### src/rtl/pmc_pkg.sv
package pmc_pkg;

    typedef enum logic {
        SNAP_IDLE = 1'b0,
        SNAP_HELD = 1'b1
    } snap_state_e;

    function automatic int unsigned width_bytes(input int unsigned width);
        return (width + 7) / 8;
    endfunction

endpackage

### src/rtl/pmc_counter.sv
module pmc_counter #(
    parameter int unsigned W = 16
) (
    input  logic         clk,
    input  logic         rst_n,
    input  logic         ev,
    input  logic         clr,
    input  logic         wrap_en,
    output logic [W-1:0] cnt_o,
    output logic         sat_set,
    output logic         ovf_set
);

    logic [W-1:0] cnt_q;
    logic         at_max;

    assign at_max = &cnt_q;
    assign cnt_o  = cnt_q;

    always_comb begin
        sat_set = ev && !clr && at_max && !wrap_en;
        ovf_set = ev && !clr && at_max && wrap_en;
    end

    always_ff @(posedge clk) begin
        if (!rst_n) begin
            cnt_q <= '0;
        end else if (clr) begin
            cnt_q <= W'(ev);
        end else if (ev && !(at_max && !wrap_en)) begin
            cnt_q <= cnt_q + 1'b1;
        end
    end

endmodule

### src/rtl/pmc_rd_ctrl.sv
module pmc_rd_ctrl
    import pmc_pkg::*;
#(
    parameter int unsigned N_CNT    = 4,
    parameter int unsigned AW       = 8,
    parameter int unsigned MAX_W    = 24,
    parameter int unsigned WIDE_IDX = 0,
    parameter int unsigned WIDE_W   = 24,
    parameter int unsigned NARROW_W = 16
) (
    input  logic                         clk,
    input  logic                         rst_n,
    input  logic                         rd_en,
    input  logic [AW-1:0]                rd_addr,
    input  logic [N_CNT-1:0][MAX_W-1:0]  cnt_all,
    input  logic [7:0]                   stat_byte,
    output logic [7:0]                   rd_data,
    output logic [N_CNT-1:0]             clr_cnt,
    output logic                         stat_rd
);

    localparam int unsigned IW        = $clog2(N_CNT);
    localparam int unsigned STAT_ADDR = N_CNT * 4;
    localparam int unsigned WIDE_NB   = width_bytes(WIDE_W);
    localparam int unsigned NARROW_NB = width_bytes(NARROW_W);

    snap_state_e      state_q, state_d;
    logic [IW-1:0]    owner_q;
    logic [MAX_W-1:0] snap_q;
    logic [7:0]       data_d;

    logic             in_cnt_space;
    logic [IW-1:0]    idx;
    logic [1:0]       bsel;
    logic [2:0]       nbytes;
    logic             valid_byte, low_hit, top_hit, owner_hit;

    always_comb begin
        in_cnt_space = rd_en && (int'(rd_addr) < STAT_ADDR);
        idx          = rd_addr[IW+1:2];
        bsel         = rd_addr[1:0];
        nbytes       = (int'(idx) == WIDE_IDX) ? 3'(WIDE_NB) : 3'(NARROW_NB);
        valid_byte   = in_cnt_space && ({1'b0, bsel} < nbytes);
        low_hit      = valid_byte && (bsel == 2'd0);
        top_hit      = valid_byte && ({1'b0, bsel} == nbytes - 3'd1);
        owner_hit    = (state_q == SNAP_HELD) && (idx == owner_q);
        stat_rd      = rd_en && (int'(rd_addr) == STAT_ADDR);
        clr_cnt      = '0;
        if (low_hit) clr_cnt[idx] = 1'b1;
    end

    // next-state: CAPTURE, RECAPTURE, RELEASE
    always_comb begin
        state_d = state_q;
        unique case (state_q)
            SNAP_IDLE: if (low_hit) state_d = SNAP_HELD;
            SNAP_HELD: begin
                if (low_hit)                     state_d = SNAP_HELD;
                else if (top_hit && owner_hit)   state_d = SNAP_IDLE;
            end
            default: state_d = SNAP_IDLE;
        endcase
    end

    always_ff @(posedge clk) begin
        if (!rst_n) begin
            state_q <= SNAP_IDLE;
            owner_q <= '0;
            snap_q  <= '0;
        end else begin
            state_q <= state_d;
            if (low_hit) begin
                owner_q <= idx;
                snap_q  <= cnt_all[idx];
            end
        end
    end

    // read data output
    always_comb begin
        data_d = 8'h00;
        if (stat_rd)                      data_d = stat_byte;
        else if (low_hit)                 data_d = cnt_all[idx][7:0];
        else if (valid_byte && owner_hit) data_d = snap_q[8*bsel +: 8];
    end

    always_ff @(posedge clk) begin
        if (!rst_n) rd_data <= 8'h00;
        else        rd_data <= data_d;
    end

endmodule

### src/rtl/pmc_event_bank.sv
module pmc_event_bank #(
    parameter int unsigned N_CNT    = 4,
    parameter int unsigned AW       = 8,
    parameter int unsigned WIDE_IDX = 0,
    parameter int unsigned WIDE_W   = 24,
    parameter int unsigned NARROW_W = 16
) (
    input  logic             clk,
    input  logic             rst_n,
    input  logic [N_CNT-1:0] ev_pulse,
    input  logic [N_CNT-1:0] irq_en,
    input  logic             rd_en,
    input  logic [AW-1:0]    rd_addr,
    output logic [7:0]       rd_data,
    output logic             irq
);

    localparam int unsigned MAX_W = (WIDE_W > NARROW_W) ? WIDE_W : NARROW_W;
    localparam int unsigned SW    = 2 * N_CNT;

    logic [N_CNT-1:0][MAX_W-1:0] cnt_all;
    logic [N_CNT-1:0]            sat_set, ovf_set, clr_cnt;
    logic                        stat_rd;
    logic [SW-1:0]               stat_q, stat_clr, stat_set;

    for (genvar i = 0; i < N_CNT; i++) begin : g_cnt
        localparam int unsigned W = (i == WIDE_IDX) ? WIDE_W : NARROW_W;
        logic [W-1:0] cnt_w;

        pmc_counter #(.W(W)) u_counter (
            .clk     (clk),
            .rst_n   (rst_n),
            .ev      (ev_pulse[i]),
            .clr     (clr_cnt[i]),
            .wrap_en (irq_en[i]),
            .cnt_o   (cnt_w),
            .sat_set (sat_set[i]),
            .ovf_set (ovf_set[i])
        );

        assign cnt_all[i] = MAX_W'(cnt_w);
    end

    always_comb begin
        stat_set = {ovf_set, sat_set};
        stat_clr = {clr_cnt, clr_cnt};
        if (stat_rd) stat_clr = stat_clr | stat_q;
    end

    always_ff @(posedge clk) begin
        if (!rst_n) stat_q <= '0;
        else        stat_q <= (stat_q & ~stat_clr) | stat_set;
    end

    assign irq = |(stat_q[SW-1:N_CNT] & irq_en);

    pmc_rd_ctrl #(
        .N_CNT    (N_CNT),
        .AW       (AW),
        .MAX_W    (MAX_W),
        .WIDE_IDX (WIDE_IDX),
        .WIDE_W   (WIDE_W),
        .NARROW_W (NARROW_W)
    ) u_rd_ctrl (
        .clk       (clk),
        .rst_n     (rst_n),
        .rd_en     (rd_en),
        .rd_addr   (rd_addr),
        .cnt_all   (cnt_all),
        .stat_byte (8'(stat_q)),
        .rd_data   (rd_data),
        .clr_cnt   (clr_cnt),
        .stat_rd   (stat_rd)
    );

endmodule

### config.mk
export PLATFORM = sky130hd
export DESIGN_NAME = pmc_event_bank
export DESIGN_NICKNAME = d
export VERILOG_FILES = /design/src/rtl/pmc_pkg.sv /design/src/rtl/pmc_counter.sv /design/src/rtl/pmc_rd_ctrl.sv /design/src/rtl/pmc_event_bank.sv
export SDC_FILE = /design/constraint.sdc
export NUM_CORES = 1
export LEC_CHECK = 0
export BUFFER_PORTS_ARGS = -buffer_cell sky130_fd_sc_hd__buf_2
export CAP_MARGIN = 25
export CORE_MARGIN = 2
export CORE_UTILIZATION = 65
export CTS_CLUSTER_DIAMETER = 50
export DETAILED_ROUTE_END_ITERATION = 16
export PLACE_DENSITY = 0.83
export SLEW_MARGIN = 25
export SYNTH_ARGS = -nofsm -noshare
export SYNTH_HDL_FRONTEND = slang
export SYNTH_HIERARCHICAL = 1
export SYNTH_SLANG_ARGS = --single-unit
### constraint.sdc
create_clock -name clk -period 7.5 [get_ports clk]
set_input_delay 1.125 -clock clk [delete_from_list [all_inputs] [get_ports clk]]
set_output_delay 1.125 -clock clk [all_outputs]
set_load 0.01 [all_outputs]
Word-level counts from Yosys, hierarchy flattened

Index checks and enable logic that the tools add are counted.

Register bits after elaboration: 115
Output and inout bits: 9

$add $sub $neg: 5
Magnitude comparators: 4
Equal/unequal tests: 3
Shift-type cells: 1
Multiplexer cells: 22
Bitwise gates (word level): 7
Reductions and logical operators: 60

Operators by type and width:

| kind                  | count |
|---|---|
| $add 16x1->16 const B | 3 |
| $bmux 24 s2           | 1 |
| $reduce_and 16->1     | 3 |
| $logic_and 1x1->1     | 33 |
| $mux 8                | 4 |
| $add 24x1->24 const B | 1 |
| $mux 24               | 1 |
| $reduce_and 24->1     | 1 |
| $shiftx 24x6->8       | 1 |
| $or 8x8->8            | 2 |
| $mux 1                | 13 |
| $logic_not 1->1       | 12 |
| $and 8x8->8           | 1 |
| $eq 8x5->1 const B    | 1 |
| $lt 8x5->1 const B    | 1 |
| $not 8->8             | 1 |
| $reduce_bool 2->1     | 4 |
| $reduce_or 2->1       | 4 |
| $and 4x4->4           | 1 |
| $logic_not 2->1       | 2 |
| $mux 4                | 1 |
| $reduce_or 4->1       | 1 |
| $eq 2x3->1            | 1 |
| $lt 2x3->1            | 1 |
| 7 further kinds       | 8 |

Logic depth before layout (Yosys ltp)

Gate-level depths: netlist of the first run.

Depth after elaboration: 11
Gate-level depth with buffers: 11
Depth with buffers taken out: 8

Hierarchy

Netlist of the first run, hierarchy kept.

Modules (own cells, without submodules):

| module                               | times used | cells an instance | area each (um^2) | seq. area each (um^2) |
|---|---|---|---|---|
| pmc_counter (g_cnt[1].u_counter ...) | 3          | 105               | 882.1            | 320.3 |
| pmc_rd_ctrl                          | 1          | 288               | 2,476.1          | 700.7 |
| pmc_counter (g_cnt[0].u_counter)     | 1          | 156               | 1,341.3          | 480.5 |
| pmc_event_bank                       | 1          | 39                | 364.1            | 160.2 |

Worst setup path before layout of the first run

No wires, ideal clock.

Path type: input -> register
Start: input port rd_addr[5]
End: register g_cnt[0].u_counter.cnt_q[10]
Data arrival time: 3,495 ps
Required time: 7,372 ps
Path slack: 3,877 ps
Cell stages on the path: 10
Buffers on the path: 5
Cells stage by stage: or4b_4 > buf_6 > or4_4 > buf_6 > buf_6 > nor2_1 > nand2b_1 > clkbuf_1 > clkbuf_1 > nor2_1

Word-level cells in the longest chain between the ends: 6

RTL lines:

| item                      | RTL line             | source |
|---|---|---|
| from (decl)               | pmc_event_bank.sv:13 | `input logic [AW-1:0] rd_addr,` |
| $lt 8x5->1                | pmc_rd_ctrl.sv:39    | `in_cnt_space = rd_en && (int'(rd_addr) < STAT_ADDR);` |
| $logic_and 1x1->1         | pmc_rd_ctrl.sv:39    |  |
| $logic_and 1x1->1         | pmc_rd_ctrl.sv:43    | `valid_byte = in_cnt_space && ({1'b0, bsel} < nbytes);` |
| $logic_and 1x1->1         | pmc_rd_ctrl.sv:44    | `low_hit = valid_byte && (bsel == 2'd0);` |
| $mux 4                    | pmc_rd_ctrl.sv:49    | `if (low_hit) clr_cnt[idx] = 1'b1;` |
| net clr_cnt[0]            | pmc_event_bank.sv:22 | `logic [N_CNT-1:0] sat_set, ovf_set, clr_cnt;` |
| $reduce_or 2->1 (no line) | -                    |  |
| to (signal assigned)      | pmc_counter.sv:29    | `cnt_q <= W'(ev);` |
| to (signal assigned)      | pmc_counter.sv:31    | `cnt_q <= cnt_q + 1'b1;` |
| to (decl)                 | pmc_counter.sv:14    | `logic [W-1:0] cnt_q;` |

The timed path passes the listed nets, and every way through them passes these cells.
A chain may end at the register's enable or synchronous reset.

Final worst setup path of the first run

Start: input port rd_addr[5]
End: register g_cnt[0].u_counter.cnt_q[15]

The elaborated chain is that of the path after synthesis.

==> implementation parameters, run 1 <==
Parameter                              Value

Outcome
  Result of the run ... finished clean

Detailed routing
  Pre-Repair DR Iteration Count ... 7
  Ratio of routed vias to standard cells ... about 6.8
  Final antenna-violating net count ... 0
  Vias ... 6,544
  Count of unresolved DRC violations after routing ... 0
  Violation count after the first detailed-routing iteration ... 729
  Final WL ... 19.2 mm
  Routed length per instance ... approximately 20 µm

CTS
  TritonCTS clock tree ... done
  CTS clock-pin slew for the worst setup and hold paths ... 0.06 ns
  Post-CTS Setup Repair Bufs ... 0
  Sinks on the clock net ... between 100 and 150
  PostCTS Resize Cnt ... 0
  Clock latency of the later-clocked register in the worst-skew pair ... 0.53 ns
  Longest Clk Path Bufs ... 2
  Max H-tree Level ... 4
  Number of buffers added by the clock tree synthesis step ... 17
  Hold buffers post-CTS ... 0
  Clock Tree Root ... sky130_fd_sc_hd__clkbuf_8

Critical path
  Category of the worst setup path capture point ... flip-flop
  Number of cells on the worst reg-to-reg path ... 5
  Data required time at the worst endpoint ... 7.93 ns
  Type of the worst setup path ... in2reg
  End of the critical path ... g_cnt[0].u_counter/cnt_o[15]
  Critical Path Start Type ... input port
  Crit-path max FO ... 28
  Worst EP arrival ... 3.94 ns
  Slack of the worst reg-to-reg path ... roughly 5.2 ns
  Source of the critical timing path ... rd_addr[5]
  End of the worst register-to-register path ... g_cnt[0].u_counter/cnt_o[0]
  Reg-to-Reg Start ... g_cnt[0].u_counter/cnt_o[17]

Timing
  Worst slew margin relative to its limit ... a little under two fifths
  Tightest Pin Transition ... 0.936 ns
  Max-slew violation count ... 0
  Worst clock skew ... between 0.01 and 0.015 ns
  Achievable frequency ... 284 MHz
  Number of hold violations in the final report ... 0
  Final Critical Period ... 3.52 ns
  Setup repair after global routing missed its margin ... false
  Worst Slack Setup Final ... 3.98 ns
  Total negative slack ... 0 ns
  Final setup violation count ... 0
  Period Utilization, post-route ... 46.9%

Die
  I/O pin total ... 28
  Core region area ... 10,300 µm²
  Height of the chip ... 106 µm
  Row count ... 37
  Width of the die ... 106 µm
  Effective utilization at floorplan ... roughly 66%
  Die area ... 11,300 µm²

Layout
  Fraction of layout cells with a size suffix above 1 ... between 10% and 20%
  Final-stage net count ... about 840
  ANT cells ... 0
  Post-synthesis to final-layout area growth ... 10.9%
  Fin cells ... 967
  Final-layout fill cell count ... 737
  Final Core Density ... 73.7%

Synthesis
  Synth warn ... 6
  Cell with the most instances after synthesis ... sky130_fd_sc_hd__dfxtp_1
  Top-area cell type share of the netlist area ... 33.7%
  Commonest cells in the netlist ... sky130_fd_sc_hd__dfxtp_1, sky130_fd_sc_hd__nand2_1, sky130_fd_sc_hd__nor2_1, sky130_fd_sc_hd__a21oi_1, sky130_fd_sc_hd__o31ai_1
  Cell count after synthesis ... about 800
  Register area share after synthesis ... about a third
  Register bit count reported by yosys ... 115
  Synth top area cells ... sky130_fd_sc_hd__dfxtp_1, sky130_fd_sc_hd__nand2_1, sky130_fd_sc_hd__mux4_2
  Post-synth top area cell ... sky130_fd_sc_hd__dfxtp_1
  Post-synth EDFFs ... 0
  Cell area after synthesis ... 6830 µm²
  Leading register cell type out of synthesis ... sky130_fd_sc_hd__dfxtp_1
  Average size of a mapped cell ... 8.56 µm²
  Share of flip-flops with an asynchronous set or reset after synthesis ... 0%
  Number of library cell types mapped by synthesis ... 70

Place
  Placed instance count ... 936
  Port bufs ... 27
  Placement-stage worst setup slack ... 3.54 ns
  Final RePlAce weighted congestion ... 0.894
  Detail Placement HPWL ... 12.8 mm

Job
  Max-cap viol count ... 0

Pwr
  Pwr/cell area ... between 150 and 200 nW/µm²
  Leakage ... 2.78 nW
  Max IR drop VDD ... ~0.16 mV

Global route
  Maximum number of pins on one net before global-route repair ... 61
  Combined global-route utilization of all metal layers ... 34.6%
  Number of antenna violations at the first check in global routing ... 0
  Gr ovfl total ... 0
  Number of global-route vias before repair ... 6,178
  First-pass GRT wire length ... 31.1 mm

Hold path
  Instance count along the most critical hold path ... 2
  Hold Path Class ... reg2reg
worst max-delay path, cell delays in order:
cell and delay, ns:
sky130_fd_sc_hd__buf_2 0.10, sky130_fd_sc_hd__or4b_4 0.59, sky130_fd_sc_hd__or4_4 0.63, sky130_fd_sc_hd__nor2_1 0.39, sky130_fd_sc_hd__nand2b_1 0.70, sky130_fd_sc_hd__nor2_1 0.13, sky130_fd_sc_hd__a31o_2 0.28
flip-flops by register name (all words and copies together), names as in the netlist:
register               cells
u_rd_ctrl/rd_data          8
u_rd_ctrl/owner_q          2
u_rd_ctrl/snap_q          24
g_cnt.u_counter/cnt_o     72
u_rd_ctrl/state_q          1
stat_q                     8
cells in the final DEF (no fill, tap or decap), types with 15 or more instances in the layout:
cell,instances
sky130_fd_sc_hd__a21boi_1,15
sky130_fd_sc_hd__conb_1,24
sky130_fd_sc_hd__nand4_1,26
sky130_fd_sc_hd__nor2_1,55
sky130_fd_sc_hd__a21oi_1,37
sky130_fd_sc_hd__mux2i_1,18
sky130_fd_sc_hd__dfxtp_1,115
sky130_fd_sc_hd__clkbuf_16,16
sky130_fd_sc_hd__mux4_2,16
sky130_fd_sc_hd__o21ai_0,25
sky130_fd_sc_hd__nor3_1,15
sky130_fd_sc_hd__nand3_1,26
sky130_fd_sc_hd__or4_1,24
sky130_fd_sc_hd__buf_2,27
sky130_fd_sc_hd__o31ai_1,27
sky130_fd_sc_hd__nand2_1,113
sky130_fd_sc_hd__xnor2_1,16
cells by family (layout without fill, tap and decap cells):
group                    count (synthesis)  after routing  share of synthesized area (%)
buffers and inverters                   68             78                           5.04
flip-flops                             115            115                           33.7
other                                    1             24                         0.0549
XOR/XNOR                                17             17                           2.18
AO/OA/AOI/OAI                          213            213                           22.3
multiplexers                            34             34                           7.92
adder cells (fa/ha/maj)                  5              5                          0.916
AND/OR/NAND/NOR                        345            345                           27.9
where the power goes:
part | internal [W] | switching, W | total (W)
Combinational | 0.0000290 | 0.0000543 | 0.0000833
Clock | 0.000519 | 0.000284 | 0.000803
Sequential | 0.000615 | 0.00000648 | 0.000622
stage by stage:
step	cell area, µm²	power, W	hold WS (ns)
4_1_cts	7540	0.00151	0.453
5_1_grt	7570	0.00155	0.473
2_1_floorplan	6910	0.000694	0.434
3_5_place_dp	6960	0.000714	0.446
6_report	7570	0.00151	0.455
3_3_place_gp	6960	0.000711	0.442
routing by layer:
metal,track usage [%],vias to the layer above,share of wire [%]
met1,43.4,3111,41
met4,14.1,0,3.0
met5,0,-,0
met2,58.5,336,49
met3,6.56,57,7.4
li1,-,3040,-
worst min-delay path by stage:
stage               slack [ns]                 from                   to
floorplan                 0.43  u_rd_ctrl/snap_q[4]  u_rd_ctrl/snap_q[4]
global placement          0.44  u_rd_ctrl/snap_q[6]  u_rd_ctrl/snap_q[6]
detailed placement        0.45  u_rd_ctrl/snap_q[5]  u_rd_ctrl/snap_q[5]
CTS                       0.45  u_rd_ctrl/snap_q[5]  u_rd_ctrl/snap_q[5]
global route              0.47  u_rd_ctrl/snap_q[6]  u_rd_ctrl/snap_q[6]
finish                    0.45  u_rd_ctrl/snap_q[5]  u_rd_ctrl/snap_q[5]
area by class of cell:
type | instances | area [µm²] | area share (%)
multi-input combinational | 638 | 4290 | 56.7
sequential | 115 | 2300 | 30.4
clock buffer | 21 | 449 | 5.93
tap | 136 | 170 | 2.25
timing repair buffer | 30 | 158 | 2.08
clock inverter | 10 | 133 | 1.75
inverter | 17 | 63.8 | 0.843
(Power assumes the default switching activity.)
==> run 2, diff against run 1 <==
Settings changed: ABC_AREA from default to 1, CORE_UTILIZATION 65 to 63, PLACE_DENSITY 0.83 to 0.81.
Clock period 7.5 ns to 3.35 ns, I/O delays scaled along.
==> run 2 against run 1 <==
Register-to-register slack got worse by 4.2 ns; final cell count rose by 53%; clock skew decreased by 0.0059 ns; synthesized cell count grew 59%; sequential share of layout area fell by 3.8 points; synthesized area rose by 16%; hold slack improved by 0.0028 ns; core utilization is 2.3 points lower; global-route usage down 1.3 points; combinational power grew to 3.2 times the previous value; design area grew 14%.
==> implementation parameters, run 2 <==
Parameter                              Value

Critical path
  Category of the worst setup path capture point ... flip-flop
  Critical Path Start Type ... input port
  Slowest CP cell ... sky130_fd_sc_hd__nand2_1
  Cell family with most CP delay ... simple AND/OR/NAND/NOR gates
  Data required time at the worst endpoint ... 3.61 ns
  End of the worst register-to-register path ... g_cnt[0].u_counter/cnt_o[9]
  Slack of the worst reg-to-reg path ... between 1 and 1.5 ns
  Number of cells on the worst reg-to-reg path ... 10
  Crit-path max FO ... 21
  Type of the worst setup path ... in2reg
  Worst path max stage delay ... 0.52 ns
  Worst EP arrival ... approximately 2.7 ns
  Reg-to-Reg Start ... g_cnt[0].u_counter/cnt_o[0]
  Cell breakdown of the critical path ... buf_2, inv_2, ha_1, inv_1, nand2_1, nand2_4, nor2_8, nand3_4, nor2_1, inv_1, nand2_1, a21oi_1
  Number of buffer and inverter instances along the worst setup path ... 4

Timing
  Period Utilization, post-route ... 71.9%
  Worst slew margin relative to its limit ... 52.5%
  Final Critical Period ... 2.41 ns
  Achievable frequency ... around 420 MHz
  Tightest Pin Transition ... 0.713 ns
  Final setup violation count ... 0
  Setup repair after global routing missed its margin ... false
  Max-slew violation count ... 0
  Total negative slack ... 0 ns
  Number of hold violations in the final report ... 0
  Worst clock skew ... 0.00606 ns

Layout
  Flip-flop count of the largest register after layout ... 72
  Fraction of layout cells with a size suffix above 1 ... 11.7%
  Area of all placed cells without fillers ... 8640 µm²
  ANT cells ... 0
  Most frequent cells in the layout ... sky130_fd_sc_hd__nand2_1, sky130_fd_sc_hd__nor2_1, sky130_fd_sc_hd__inv_1
  Most frequent standard cell in the layout excluding fill and tap cells ... sky130_fd_sc_hd__nand2_1
  Post-synthesis to final-layout area growth ... 9.32%
  Final-stage net count ... 1,326

CTS
  Longest Clk Path Bufs ... 2
  Clock Tree Root ... sky130_fd_sc_hd__clkbuf_16
  PostCTS Resize Cnt ... 0
  Hold buffers post-CTS ... 0
  Max H-tree Level ... 4
  TritonCTS clock tree ... done
  Number of buffers added by the clock tree synthesis step ... 17
  Sinks on the clock net ... between 100 and 150
  Post-CTS Setup Repair Bufs ... 0
  CTS clock-pin slew for the worst setup and hold paths ... 0.05 ns
  Clock latency of the later-clocked register in the worst-skew pair ... 0.42 ns

Synthesis
  Share of flip-flops with an asynchronous set or reset after synthesis ... 0%
  Leading register cell type out of synthesis ... sky130_fd_sc_hd__dfxtp_1
  Top-area cell type share of the netlist area ... between 20% and 30%
  Register area share after synthesis ... 29.1%
  Cell count after synthesis ... 1,270
  Commonest cells in the netlist ... sky130_fd_sc_hd__nand2_1, sky130_fd_sc_hd__nor2_1, sky130_fd_sc_hd__inv_1, sky130_fd_sc_hd__dfxtp_1, sky130_fd_sc_hd__nand3_1
  Cell area after synthesis ... 7910 µm²
  Number of library cell types mapped by synthesis ... 35
  Register bit count reported by yosys ... 115
  Post-synth EDFFs ... 0
  Synth warn ... 6
  Average size of a mapped cell ... 6.22 µm²
  Post-synth top area cell ... sky130_fd_sc_hd__dfxtp_1
  Synth top area cells ... sky130_fd_sc_hd__dfxtp_1, sky130_fd_sc_hd__nand2_1, sky130_fd_sc_hd__nor2_1
  Cell with the most instances after synthesis ... sky130_fd_sc_hd__nand2_1

Detailed routing
  Count of unresolved DRC violations after routing ... 0
  Ratio of routed vias to standard cells ... 5.57
  Pre-Repair DR Iteration Count ... 7
  Final antenna-violating net count ... 0
  Vias ... 8,248
  Routed length per instance ... 14.7 µm
  Violation count after the first detailed-routing iteration ... 852
  Final WL ... 21.8 mm

Global route
  First-pass GRT wire length ... 34.7 mm
  Combined global-route utilization of all metal layers ... approximately a third
  Number of antenna violations at the first check in global routing ... 0
  Gr ovfl total ... 0
  Maximum number of pins on one net before global-route repair ... between 50 and 60
  Number of global-route vias before repair ... 6,923

Job
  Max-cap viol count ... 0

Die
  I/O pin total ... 28
  Height of the chip ... around 120 µm
  Core region area ... 12,100 µm²
  Row count ... 40
  Die area ... 13,500 µm²
  Effective utilization at floorplan ... 65.3%
  Width of the die ... 116 µm

Place
  Area after DPL ... 8090 µm²
  Port bufs ... 27
  Final RePlAce weighted congestion ... approximately 0.99
  Detail Placement HPWL ... 15.4 mm

Pwr
  Pwr/cell area ... 391 nW/µm²
  Leakage ... 3.30 nW
  Max IR drop VDD ... 0.318 mV

Hold path
  Worst min-delay path endpoint ... stat_q[3]
  Instance count along the most critical hold path ... 2
  Origin of the worst min-delay path ... stat_q[3]
  Hold Path Class ... reg2reg

Outcome
  Result of the run ... finished clean
==> run 2: power breakdown <==
group	internal, W	switching, W
combinational	0.0000720	0.000196
sequential	0.00138	0.0000165
clock	0.00110	0.000613
==> run 2: cells by family after synthesis <==
group                      count (synthesis)  synth area share, %
AOI/OAI and AO/OA                        193                 13.9
DFF                                      115                 29.1
and+or+nand+nor                          765                 43.7
xor gates and xnor gates                  22                 2.44
buffers and inverters                    169                 9.97
other                                      1               0.0474
adders and majority gates                  5                0.791
==> run 2: worst register-to-register path, stage by stage, from the launching register on <==
cell and delay [ns]:
sky130_fd_sc_hd__dfxtp_1 0.50, sky130_fd_sc_hd__ha_1 0.30, sky130_fd_sc_hd__inv_1 0.10, sky130_fd_sc_hd__nor2_4 0.14
sky130_fd_sc_hd__nand2_4 0.10, sky130_fd_sc_hd__nor2_4 0.17, sky130_fd_sc_hd__nand3_4 0.20, sky130_fd_sc_hd__nand2_4 0.29
sky130_fd_sc_hd__inv_2 0.21, sky130_fd_sc_hd__nand2_1 0.14, sky130_fd_sc_hd__a21oi_2 0.05
==> run 2: worst max-delay path by stage <==
stage / start / to / slack [ns] / cells after the start
after floorplan: rd_addr[2] / g_cnt[0].u_counter/cnt_o[20] / 0.79 / 14
final: rd_addr[0] / g_cnt[2].u_counter/cnt_o[15] / 0.94 / 12
after global placement: rd_addr[0] / g_cnt[3].u_counter/cnt_o[4] / 0.60 / 12
after detailed placement: rd_addr[0] / g_cnt[3].u_counter/cnt_o[3] / 0.55 / 12
after global routing: rd_addr[0] / g_cnt[3].u_counter/cnt_o[9] / 0.79 / 12
after CTS: rd_addr[0] / g_cnt[3].u_counter/cnt_o[3] / 1.02 / 12
==> run 2: through the flow <==
stage / cells / hold WS [ns] / power [W] / util (%) / worst slack, ns
global placement: 1451 / 0.446 / 0.00168 / 66.8 / 0.604
floorplan: 1293 / 0.436 / 0.00162 / - / 0.792
global route: 1481 / 0.480 / 0.00350 / 71.4 / 0.788
detailed placement: 1451 / 0.451 / 0.00168 / 66.8 / 0.550
CTS: 1481 / 0.459 / 0.00339 / 71.4 / 1.02
finish: 1481 / 0.457 / 0.00338 / 71.4 / 0.941
==> run 2: routing by layer <==
| layer | track usage, % | part of all wire (%) | vias to the layer above |
|---|---|---|---|
| met5 | 0 | 0 | - |
| met4 | 11.8 | 2.4 | 0 |
| met3 | 6.85 | 8.0 | 39 |
| met2 | 51.5 | 45 | 338 |
| met1 | 46.0 | 45 | 3750 |
| li1 | - | - | 4121 |
==> run 2: final cells by class <==
cell class	instances	area [µm²]
inverters	124	465
clock buffers	25	505
repair buffers	35	208
fillers	1094	3470
multi-input cells	1009	4900
flip-flops and latches	115	2300
clock inverters	5	50.0
well taps	168	210
